## src/rtl/drop_pos_pkg.sv

```systemverilog
package drop_pos_pkg;

  typedef enum logic [1:0] {
    FMT_STS1 = 2'd0,
    FMT_VC4  = 2'd1,
    FMT_STS3 = 2'd2
  } busFmt_e;

  // datapath -> control: one byte slot worth of timing leads
  typedef struct packed {
    logic byteEn;
    logic marker;
    logic spe;
  } laneStrb_t;

  // control -> top: registered position strobes
  typedef struct packed {
    logic c1;
    logic j1;
    logic v1Pulse;
    logic v1Byte;
  } posEvt_t;

endpackage

```

## src/rtl/drop_pos_datapath.sv

```systemverilog
module drop_pos_datapath
  import drop_pos_pkg::*;
#(
  parameter int DATA_W      = 8,
  parameter int SYNC_STAGES = 2,
  parameter int LOC_LIMIT   = 64
) (
  input  logic              clk,
  input  logic              rstN,
  input  logic              busClk,
  input  logic [DATA_W-1:0] busData,
  input  logic              busMarker,
  input  logic              busSpe,
  input  logic              busPar,
  input  logic              parEven,
  input  logic              parDataOnly,
  output laneStrb_t         lanes,
  output logic              parErr,
  output logic              clkLoss
);

  localparam int LANE_W = DATA_W + 3;
  localparam int GAP_W  = $clog2(LOC_LIMIT + 1);

  logic [SYNC_STAGES:0] clkSync;
  logic [LANE_W-1:0]    lanePipe [SYNC_STAGES];
  logic [LANE_W-1:0]    laneWord;
  logic                 byteEn;
  logic [DATA_W-1:0]    capData;
  logic                 capMarker;
  logic                 capSpe;
  logic                 capPar;
  logic                 onesOdd;
  logic                 parBad;
  logic [GAP_W-1:0]     gapCnt;

  // byte clock synchroniser with one extra stage for edge detection
  always_ff @(posedge clk) begin
    if (!rstN) clkSync <= '0;
    else       clkSync <= {clkSync[SYNC_STAGES-1:0], busClk};
  end

  // bus leads travel through the same number of stages as the clock
  always_ff @(posedge clk) begin
    if (!rstN) begin
      for (int i = 0; i < SYNC_STAGES; i++) lanePipe[i] <= '0;
    end else begin
      lanePipe[0] <= {busData, busMarker, busSpe, busPar};
      for (int i = 1; i < SYNC_STAGES; i++) lanePipe[i] <= lanePipe[i-1];
    end
  end

  assign byteEn    = clkSync[SYNC_STAGES-1] & ~clkSync[SYNC_STAGES];
  assign laneWord  = lanePipe[SYNC_STAGES-1];
  assign capData   = laneWord[LANE_W-1:3];
  assign capMarker = laneWord[2];
  assign capSpe    = laneWord[1];
  assign capPar    = laneWord[0];

  assign lanes.byteEn = byteEn;
  assign lanes.marker = capMarker;
  assign lanes.spe    = capSpe;

  // parity: lead coverage picked by control bit, sense by another
  generate
    if (DATA_W > 0) begin : gParity
      always_comb begin
        if (parDataOnly) onesOdd = ^{capData, capPar};
        else             onesOdd = ^{capData, capMarker, capSpe, capPar};
        parBad = parEven ? onesOdd : ~onesOdd;
      end
    end
  endgenerate

  always_ff @(posedge clk) begin
    if (!rstN) parErr <= 1'b0;
    else       parErr <= byteEn & parBad;
  end

  // loss of byte clock watchdog on the reference clock
  always_ff @(posedge clk) begin
    if (!rstN) begin
      gapCnt  <= '0;
      clkLoss <= 1'b0;
    end else if (byteEn) begin
      gapCnt  <= '0;
      clkLoss <= 1'b0;
    end else begin
      if (gapCnt != GAP_W'(LOC_LIMIT)) gapCnt <= gapCnt + 1'b1;
      if (gapCnt == GAP_W'(LOC_LIMIT - 1)) clkLoss <= 1'b1;
    end
  end

  AST_PAR_ON_BYTE: assert property (@(posedge clk) disable iff (!rstN)
    parErr |-> $past(byteEn));
  AST_LOC_CLEAR: assert property (@(posedge clk) disable iff (!rstN)
    byteEn |=> !clkLoss);
  AST_LOC_HOLD: assert property (@(posedge clk) disable iff (!rstN)
    (clkLoss && !byteEn) |=> clkLoss);

endmodule

```

## src/rtl/drop_pos_control.sv

```systemverilog
module drop_pos_control
  import drop_pos_pkg::*;
#(
  parameter int STS1_V1_GAP  = 1,
  parameter int VC4_V1_GAP   = 3,
  parameter int STS3_V1_GAP  = 3,
  parameter int VC4_BYTE_LAG = 6
) (
  input  logic      clk,
  input  logic      rstN,
  input  busFmt_e   fmt,
  input  laneStrb_t lanes,
  input  logic      mfAck,
  output posEvt_t   evt,
  output logic      mfErr
);

  localparam int GAP_A   = (STS1_V1_GAP > VC4_V1_GAP) ? STS1_V1_GAP : VC4_V1_GAP;
  localparam int GAP_MAX = (GAP_A > STS3_V1_GAP) ? GAP_A : STS3_V1_GAP;

  logic [GAP_MAX:1] j1Hist;
  logic             v1Slot;
  logic             isC1;
  logic             isJ1;
  logic             isV1;
  logic             slotMiss;
  logic             lagTap;
  logic             v1ByteNow;
  logic [1:0]       fPhase;
  logic             locked;
  logic             mfHit;

  // V1 slot: the byte a format-specific distance after a J1
  always_comb begin
    case (fmt)
      FMT_VC4:  v1Slot = j1Hist[VC4_V1_GAP];
      FMT_STS3: v1Slot = j1Hist[STS3_V1_GAP];
      default:  v1Slot = j1Hist[STS1_V1_GAP];
    endcase
  end

  assign isC1     = lanes.marker & ~lanes.spe;
  assign isV1     = lanes.marker & lanes.spe & v1Slot;
  assign isJ1     = lanes.marker & lanes.spe & ~v1Slot;
  assign slotMiss = v1Slot & ~(lanes.marker & lanes.spe);

  always_ff @(posedge clk) begin
    if (!rstN) begin
      j1Hist <= '0;
    end else if (lanes.byteEn) begin
      j1Hist[1] <= isJ1;
      for (int k = 2; k <= GAP_MAX; k++) j1Hist[k] <= j1Hist[k-1];
    end
  end

  // pointer byte lag behind the V1 pulse (single-container format)
  generate
    if (VC4_BYTE_LAG == 0) begin : gLagNone
      assign lagTap = isV1;
    end else begin : gLagLine
      logic [VC4_BYTE_LAG:1] lagHist;
      always_ff @(posedge clk) begin
        if (!rstN) begin
          lagHist <= '0;
        end else if (lanes.byteEn) begin
          lagHist[1] <= isV1;
          for (int k = 2; k <= VC4_BYTE_LAG; k++) lagHist[k] <= lagHist[k-1];
        end
      end
      assign lagTap = lagHist[VC4_BYTE_LAG];
    end
  endgenerate

  assign v1ByteNow = (fmt == FMT_VC4) ? lagTap : isV1;

  // multiframe tracking: frames counted on C1, V1 due at phase 0
  always_ff @(posedge clk) begin
    if (!rstN) begin
      fPhase <= '0;
      locked <= 1'b0;
    end else if (lanes.byteEn) begin
      if (isV1) begin
        fPhase <= '0;
        locked <= 1'b1;
      end else if (isC1) begin
        fPhase <= fPhase + 2'd1;
      end
    end
  end

  assign mfHit = lanes.byteEn & locked &
                 ((isV1 & (fPhase != 2'd0)) | (slotMiss & (fPhase == 2'd0)));

  always_ff @(posedge clk) begin
    if (!rstN)      mfErr <= 1'b0;
    else if (mfHit) mfErr <= 1'b1;
    else if (mfAck) mfErr <= 1'b0;
  end

  always_ff @(posedge clk) begin
    if (!rstN) begin
      evt <= '0;
    end else begin
      evt.c1      <= lanes.byteEn & isC1;
      evt.j1      <= lanes.byteEn & isJ1;
      evt.v1Pulse <= lanes.byteEn & isV1;
      evt.v1Byte  <= lanes.byteEn & v1ByteNow;
    end
  end

  AST_C1_ON_LOW_SPE: assert property (@(posedge clk) disable iff (!rstN)
    (lanes.byteEn && lanes.marker && !lanes.spe) |=> (evt.c1 && !evt.j1 && !evt.v1Pulse));
  AST_HIGH_SPE_NOT_C1: assert property (@(posedge clk) disable iff (!rstN)
    (lanes.byteEn && lanes.marker && lanes.spe) |=> (!evt.c1 && (evt.j1 || evt.v1Pulse)));
  AST_STS1_SAME_BYTE: assert property (@(posedge clk) disable iff (!rstN)
    (fmt == FMT_STS1 && evt.v1Pulse) |-> evt.v1Byte);
  AST_STS3_SAME_BYTE: assert property (@(posedge clk) disable iff (!rstN)
    (fmt == FMT_STS3 && evt.v1Pulse) |-> evt.v1Byte);
  AST_MF_STICKY: assert property (@(posedge clk) disable iff (!rstN)
    (mfErr && !mfAck) |=> mfErr);
  AST_MF_ON_BYTE: assert property (@(posedge clk) disable iff (!rstN)
    $rose(mfErr) |-> $past(lanes.byteEn));

endmodule

```

## src/rtl/drop_pos_decoder.sv

```systemverilog
module drop_pos_decoder
  import drop_pos_pkg::*;
#(
  parameter int DATA_W       = 8,
  parameter int SYNC_STAGES  = 2,
  parameter int LOC_LIMIT    = 64,
  parameter int STS1_V1_GAP  = 1,
  parameter int VC4_V1_GAP   = 3,
  parameter int STS3_V1_GAP  = 3,
  parameter int VC4_BYTE_LAG = 6
) (
  input  logic              clk,
  input  logic              rstN,
  input  logic              busClk,
  input  logic [DATA_W-1:0] busData,
  input  logic              busMarker,
  input  logic              busSpe,
  input  logic              busPar,
  input  logic [1:0]        busFmt,
  input  logic              parEven,
  input  logic              parDataOnly,
  input  logic              mfAck,
  output logic              c1Pulse,
  output logic              j1Pulse,
  output logic              v1Pulse,
  output logic              v1Byte,
  output logic              parErr,
  output logic              mfErr,
  output logic              clkLoss
);

  laneStrb_t lanes;
  posEvt_t   evt;

  drop_pos_datapath #(
    .DATA_W      (DATA_W),
    .SYNC_STAGES (SYNC_STAGES),
    .LOC_LIMIT   (LOC_LIMIT)
  ) uData (
    .clk         (clk),
    .rstN        (rstN),
    .busClk      (busClk),
    .busData     (busData),
    .busMarker   (busMarker),
    .busSpe      (busSpe),
    .busPar      (busPar),
    .parEven     (parEven),
    .parDataOnly (parDataOnly),
    .lanes       (lanes),
    .parErr      (parErr),
    .clkLoss     (clkLoss)
  );

  drop_pos_control #(
    .STS1_V1_GAP  (STS1_V1_GAP),
    .VC4_V1_GAP   (VC4_V1_GAP),
    .STS3_V1_GAP  (STS3_V1_GAP),
    .VC4_BYTE_LAG (VC4_BYTE_LAG)
  ) uCtrl (
    .clk   (clk),
    .rstN  (rstN),
    .fmt   (busFmt_e'(busFmt)),
    .lanes (lanes),
    .mfAck (mfAck),
    .evt   (evt),
    .mfErr (mfErr)
  );

  assign c1Pulse = evt.c1;
  assign j1Pulse = evt.j1;
  assign v1Pulse = evt.v1Pulse;
  assign v1Byte  = evt.v1Byte;

endmodule

```

## config.mk

```make
export PLATFORM = sky130hd
export DESIGN_NAME = drop_pos_decoder
export DESIGN_NICKNAME = d
export VERILOG_FILES = /design/src/rtl/drop_pos_pkg.sv /design/src/rtl/drop_pos_datapath.sv /design/src/rtl/drop_pos_control.sv /design/src/rtl/drop_pos_decoder.sv
export SDC_FILE = /design/constraint.sdc
export NUM_CORES = 1
export LEC_CHECK = 0
export ABC_AREA = 1
export CAP_MARGIN = 20
export CORE_UTILIZATION = 55
export CTS_BUF_LIST = sky130_fd_sc_hd__clkbuf_8
export DETAILED_ROUTE_END_ITERATION = 8
export DONT_BUFFER_PORTS = 1
export PLACE_DENSITY_LB_ADDON = 0.2
export SETUP_SLACK_MARGIN = 0.2
export SLEW_MARGIN = 20
export SYNTH_ARGS = -nofsm -noshare
export SYNTH_HDL_FRONTEND = slang
export SYNTH_SLANG_ARGS = --single-unit
export TNS_END_PERCENT = 20
```

## constraint.sdc

```tcl
create_clock -name clk -period 1.7 [get_ports clk]
set_clock_uncertainty 0.05 [all_clocks]
set_input_delay 0.085 -clock clk [delete_from_list [all_inputs] [get_ports clk]]
set_output_delay 0.085 -clock clk [all_outputs]
set_load 0.01 [all_outputs]
```

# [Word-level counts from Yosys, hierarchy flattened]
# Memory sizes are Yosys's and may differ from the RTL's.
# Cells that the tools add are included.
[op_classes] addsub=2 eq_ne=4 n_mux=12 n_bitwise=24 reduce_logical=10
[op_table] operator="$mux 11" count=2
[op_table] operator="$and 1x1->1" count=15
[op_table] operator="$reduce_xor 11->1" count=1
[op_table] operator="$reduce_xor 9->1" count=1
[op_table] operator="$mux 1" count=8
[op_table] operator="$add 7x1->7 const B" count=1
[op_table] operator="$eq 7x6->1 const B" count=1
[op_table] operator="$ne 7x7->1 const B" count=1
[op_table] operator="$not 1->1" count=6
[op_table] operator="$reduce_bool 2->1" count=3
[op_table] operator="$mux 2" count=2
[op_table] operator="$reduce_and 2->1" count=2
[op_table] operator="$reduce_or 2->1" count=2
[op_table] operator="$or 1x1->1" count=3
[op_table] operator="$add 2x1->2 const B" count=1
[op_table] operator="$eq 2x1->1 const B" count=1
[op_table] operator="$eq 2x2->1 const B" count=1
[op_table] operator="$logic_not 2->1" count=1
[word_totals] reg_bits=29 ramBits=22 in_bits=19 word_cells=66 memories=1
[mem_list] name="uData.lanePipe" depth=2 word_bits=11 read_ports=2 rd_ports_with_merged_regs=0 wr=2 line_no="drop_pos_datapath.sv:26" rtl="logic [LANE_W-1:0] lanePipe [SYNC_STAGES];"

# [Longest topological paths before layout]
[depth] word_depth=8 mapped_depth=11

# [By module]
# From an unflattened synthesis, not the netlist that was laid out.
[unflattened] hier_cells=292 hier_area_um2=2103.3
[by_module_without_submodules] mod="drop_pos_datapath" instances=1 cells_each=210 area_per_inst_um2=1450.1 seq_area_each_um2=680.7
[by_module_without_submodules] mod="drop_pos_control" instances=1 cells_each=82 area_per_inst_um2=653.1 seq_area_each_um2=340.3

# [Worst setup path before layout]
# Ideal clock, no wire load.
[synth_path] path_kind="in2reg" startpoint="input port busFmt[1]" endpoint="register uCtrl.fPhase[0]" setup_ns=0.122 arrival_ns=1.056 required_ns=1.528 setup_slack_ns=0.472 path_stages=8 path_buffers=0 path_cell_list="inv_1 -> ha_1 -> o21ai_0 -> nand2_1 -> nor2_1 -> inv_1 -> a21oi_1 -> a211oi_1"
[synth_via] elab_chain_cells=6
[synth_rtl] element="start: declaration" line_no="drop_pos_decoder.sv:19" rtl="input logic [1:0] busFmt,"
[synth_rtl] element="$eq 2x2->1 or $eq 2x1->1 (tied branches)" line_no="drop_pos_control.sv:35" rtl="case (fmt)"
[synth_rtl] element="$reduce_or 2->1 (no line) (*)"
[synth_rtl] element="$mux 1 (*)" line_no="drop_pos_control.sv:35"
[synth_rtl] element="$and 1x1->1 (*)" line_no="drop_pos_control.sv:43" rtl="assign isV1 = lanes.marker & lanes.spe & v1Slot;"
[synth_rtl] element="$reduce_bool 2->1 (no line)"
[synth_rtl] element="$reduce_and 2->1 (no line)"
[synth_rtl] element="end signal: assignment" line_no="drop_pos_control.sv:86" rtl="fPhase <= fPhase + 2'd1;"
[synth_rtl] element="end: declaration" line_no="drop_pos_control.sv:29" rtl="logic [1:0] fPhase;"
# Every way passes the cells marked *; elsewhere a longest branch is shown, timed or not.
# A chain may end at the register's enable or synchronous reset.

==> results.tsv <==
metric	value	unit
portBuffers	0	
maxSlewHeadroom	75.9	%
fin_cells	367	
rr_endpoint	uData.parErr	
fin_crit_sh	78.6	%
fillCellCount	309	
cts_buffers	5	
synthTopCellsByCount	nand2_1 (95), inv_1 (70), dfxtp_1 (51)	
rows	22	
regArea	0.00102	mm2
start_util	57.7	%
grt_first_pass_wirelength	5860	um
syn_area	0.00211	mm2
drv_cap	0	
clk_pin_slew_worst_paths	0.09	ns
grt_max_degree	20	
final_layout_size_suffix_gt1_share	5.96	%
worst_pin_slew	0.362	ns
synthAdderAreaFrac	2.37	%
synth_top_cell_area_share	48.4	%
crit-reg2reg-launch	uData.lanePipe[0][19]	
synth_mux_area_share	0	%
fin_setup_tns	0	ns
grt_usage	18.7	%
critPathMaxStageDelay	0.32	ns
synth_compound_area_share	7.29	%
multi_input_area	797	um2
syn_avg_cell_area	7.23	um2
crit_path_start_kind	register	
crit_top_cell	nand2_1	
drc	0	
async_flop_share	0	%
arrival	1.48	ns
finalCriticalPeriod	1.34	ns
p_per_area	917	mW/mm2
nets	341	
hp-start	parDataOnly	
clock_sinks	51	
power	2.30	mW
ys_top_cells_by_area	dfxtp_1 (48%), nand2_1 (17%), inv_1 (12%), nor2_1 (2.7%), a21oi_1 (2.6%)	
synth_top_flop_cell	dfxtp_1	
status	finished clean	
ios	26	
clockBufferDepth	2	
hp-class	in2reg	
n_antenna_cell	0	
p_leak	1.23	nW
holdPathEnd	uData.parErr	
die_w	64.0	um
synth.most_common_cell	nand2_1	
dr.pass1.iters	4	
yosysWarnings	0	
synth_xor_area_share	1.24	%
syn2layout_area_growth	18.9	%
die-height	64.0	um
routedWlPerCell	9.20	um
netlist_instances	292	
finalHoldViolCount	0	
fmax	748	MHz
synth_fp_nets	315	
dieArea	0.00409	mm2
clkLatencyLatePin	0.29	ns
cts_tree	built	
dpl.cell_count	335	
post-dp-hpwl	2170	um
grt_pass1_vias	1447	
rsz0062_at_grt	yes	
ys_types	24	
critPathKind	reg2reg	
cp_cell_sequence	inv_1 > nand2_1 > nand2_1 > nand2_1 > nand2_1 > nand2_1 > nand3_1 > nand3_4 > a21oi_1 > nor2_2	
drt_iter0_drc	66	
setup_viol	0	
ant_nets	0	
cp_slowest_cell	dfxtp_1	
root_buffer	clkbuf_8	
yosys.area.top_type	dfxtp_1	
synth_edf_count	0	
synth_top_family_by_area	simple AND/OR/NAND/NOR gates	
vias_per_cell	4.54	
synth_simple_gate_area_share	26.9	%
coreArea	0.00366	mm2
worst_ep_required_time	1.85	ns
r2r_setup_slack	0.36	ns
synth_seq_cells	51	
htreeDepth	2	
grt_overflow_total	0	
yosysSeqAreaShare	48.4	%
drv_slew	0	
num_vias	1667	
vdd_drop_max	585	uV
reg2reg_depth	10	
wl	3380	um
end_kind	register	
hold_depth	4	
worstPathMaxFanout	3	
antenna_found_initial	0	
place.gp.congestion	0.815	
## cells by family after synthesis
logic type               count (synthesis)
AND/OR/NAND/NOR                        130
XOR/XNOR                                 3
adder cells (fa/ha/maj)                  4
buffers and inverters                   77
flip-flops                              51
AO/OA/AOI/OAI                           27
## area by class of cell
cell class                 count  share of cell area (%)
clock buffer                   6                    3.29
clock inverter                 2                    1.40
inverter                      72                    10.8
multi-input combinational    164                    31.8
sequential                    51                    40.7
tap                           48                    2.39
timing repair buffer          24                    9.68
## what timing repair did
action / CTS / global route
setup buffers: 0 / 0
resized for setup: 0 / 1
endpoints found under the setup margin: 0 / 13
hold buffers: 24 / 0
endpoints found under the hold margin: 31 / 0
## worst max-delay path: cells and delay by family, from the launching register on
family                 cells  cell delay (ns)
AND/OR/NAND/NOR            8             0.63
buffers and inverters      1             0.05
flip-flops                 1             0.32
AO/OA/AOI/OAI              1             0.18
## power by group
| part | leakage (nW) | switching [mW] | total (mW) | internal, mW |
|---|---|---|---|---|
| clock | 0.0612 | 0.370 | 0.846 | 0.476 |
| combinational | 0.753 | 0.111 | 0.206 | 0.0952 |
| sequential | 0.417 | 0.0192 | 1.25 | 1.23 |
| total | 1.23 | 0.500 | 2.30 | 1.80 |
## stage by stage
step	hold slack (ns)	util (%)	setup WS, ns	area [um2]
final	0.0127	68.5	0.364	2510
after global routing	0.0197	68.5	0.155	2510
after CTS	0.00819	68.5	0.209	2510
after detailed placement	0.135	58.7	0.335	2150
after global placement	0.132	58.7	0.387	2150
after floorplan	0.133	-	0.472	2110
## flip-flops by register name (all words and copies together) (netlist names)
| name | flops |
|---|---|
| uCtrl.gLagLine.lagHist | 6 |
| uCtrl.j1Hist | 3 |
| uData.lanePipe | 22 |
| uData.clkSync | 3 |
| uData.gapCnt | 7 |
| uCtrl.locked | 1 |
| uCtrl.fPhase | 2 |
| uCtrl.evt | 4 |
| uCtrl.mfErr | 1 |
| uData.parErr | 1 |
| uData.clkLoss | 1 |
## worst max-delay path by stage
stage,slack [ns],to,startpoint,cells past startpoint
finish,0.36,uData.parErr,uData.lanePipe[0][19],10
global route,0.16,uData.parErr,uData.lanePipe[0][20],10
CTS,0.21,uCtrl.gLagLine.lagHist[1],rstN,5
detailed placement,0.33,uCtrl.fPhase[0],busFmt[1],8
global placement,0.39,uCtrl.fPhase[0],busFmt[1],8
floorplan,0.47,uCtrl.fPhase[0],busFmt[1],8
## per-layer routing
metal / GRT usage, % / vias to the layer above / routed length [um]
met5: 0 / - / 0
met3: 6.25 / 5 / 108
met4: 6.82 / 0 / 47
li1: - / 918 / -
met1: 23.1 / 722 / 1700
met2: 30.2 / 22 / 1520
## layout by cell type, fill, tap and decap left out, types with 2 or more instances in the layout
| cell type | count |
|---|---|
| nand3_1 | 8 |
| a21oi_1 | 11 |
| ha_1 | 4 |
| nand2_1 | 95 |
| dfxtp_1 | 51 |
| inv_2 | 2 |
| nand3_2 | 3 |
| nor2_2 | 2 |
| o22ai_1 | 8 |
| clkbuf_8 | 6 |
| o21ai_0 | 5 |
| inv_1 | 70 |
| xnor2_1 | 3 |
| nor2_1 | 15 |
| dlygate4sd3_1 | 23 |
| nand4_1 | 2 |
Note: power is estimated with default switching activity, not from simulation.
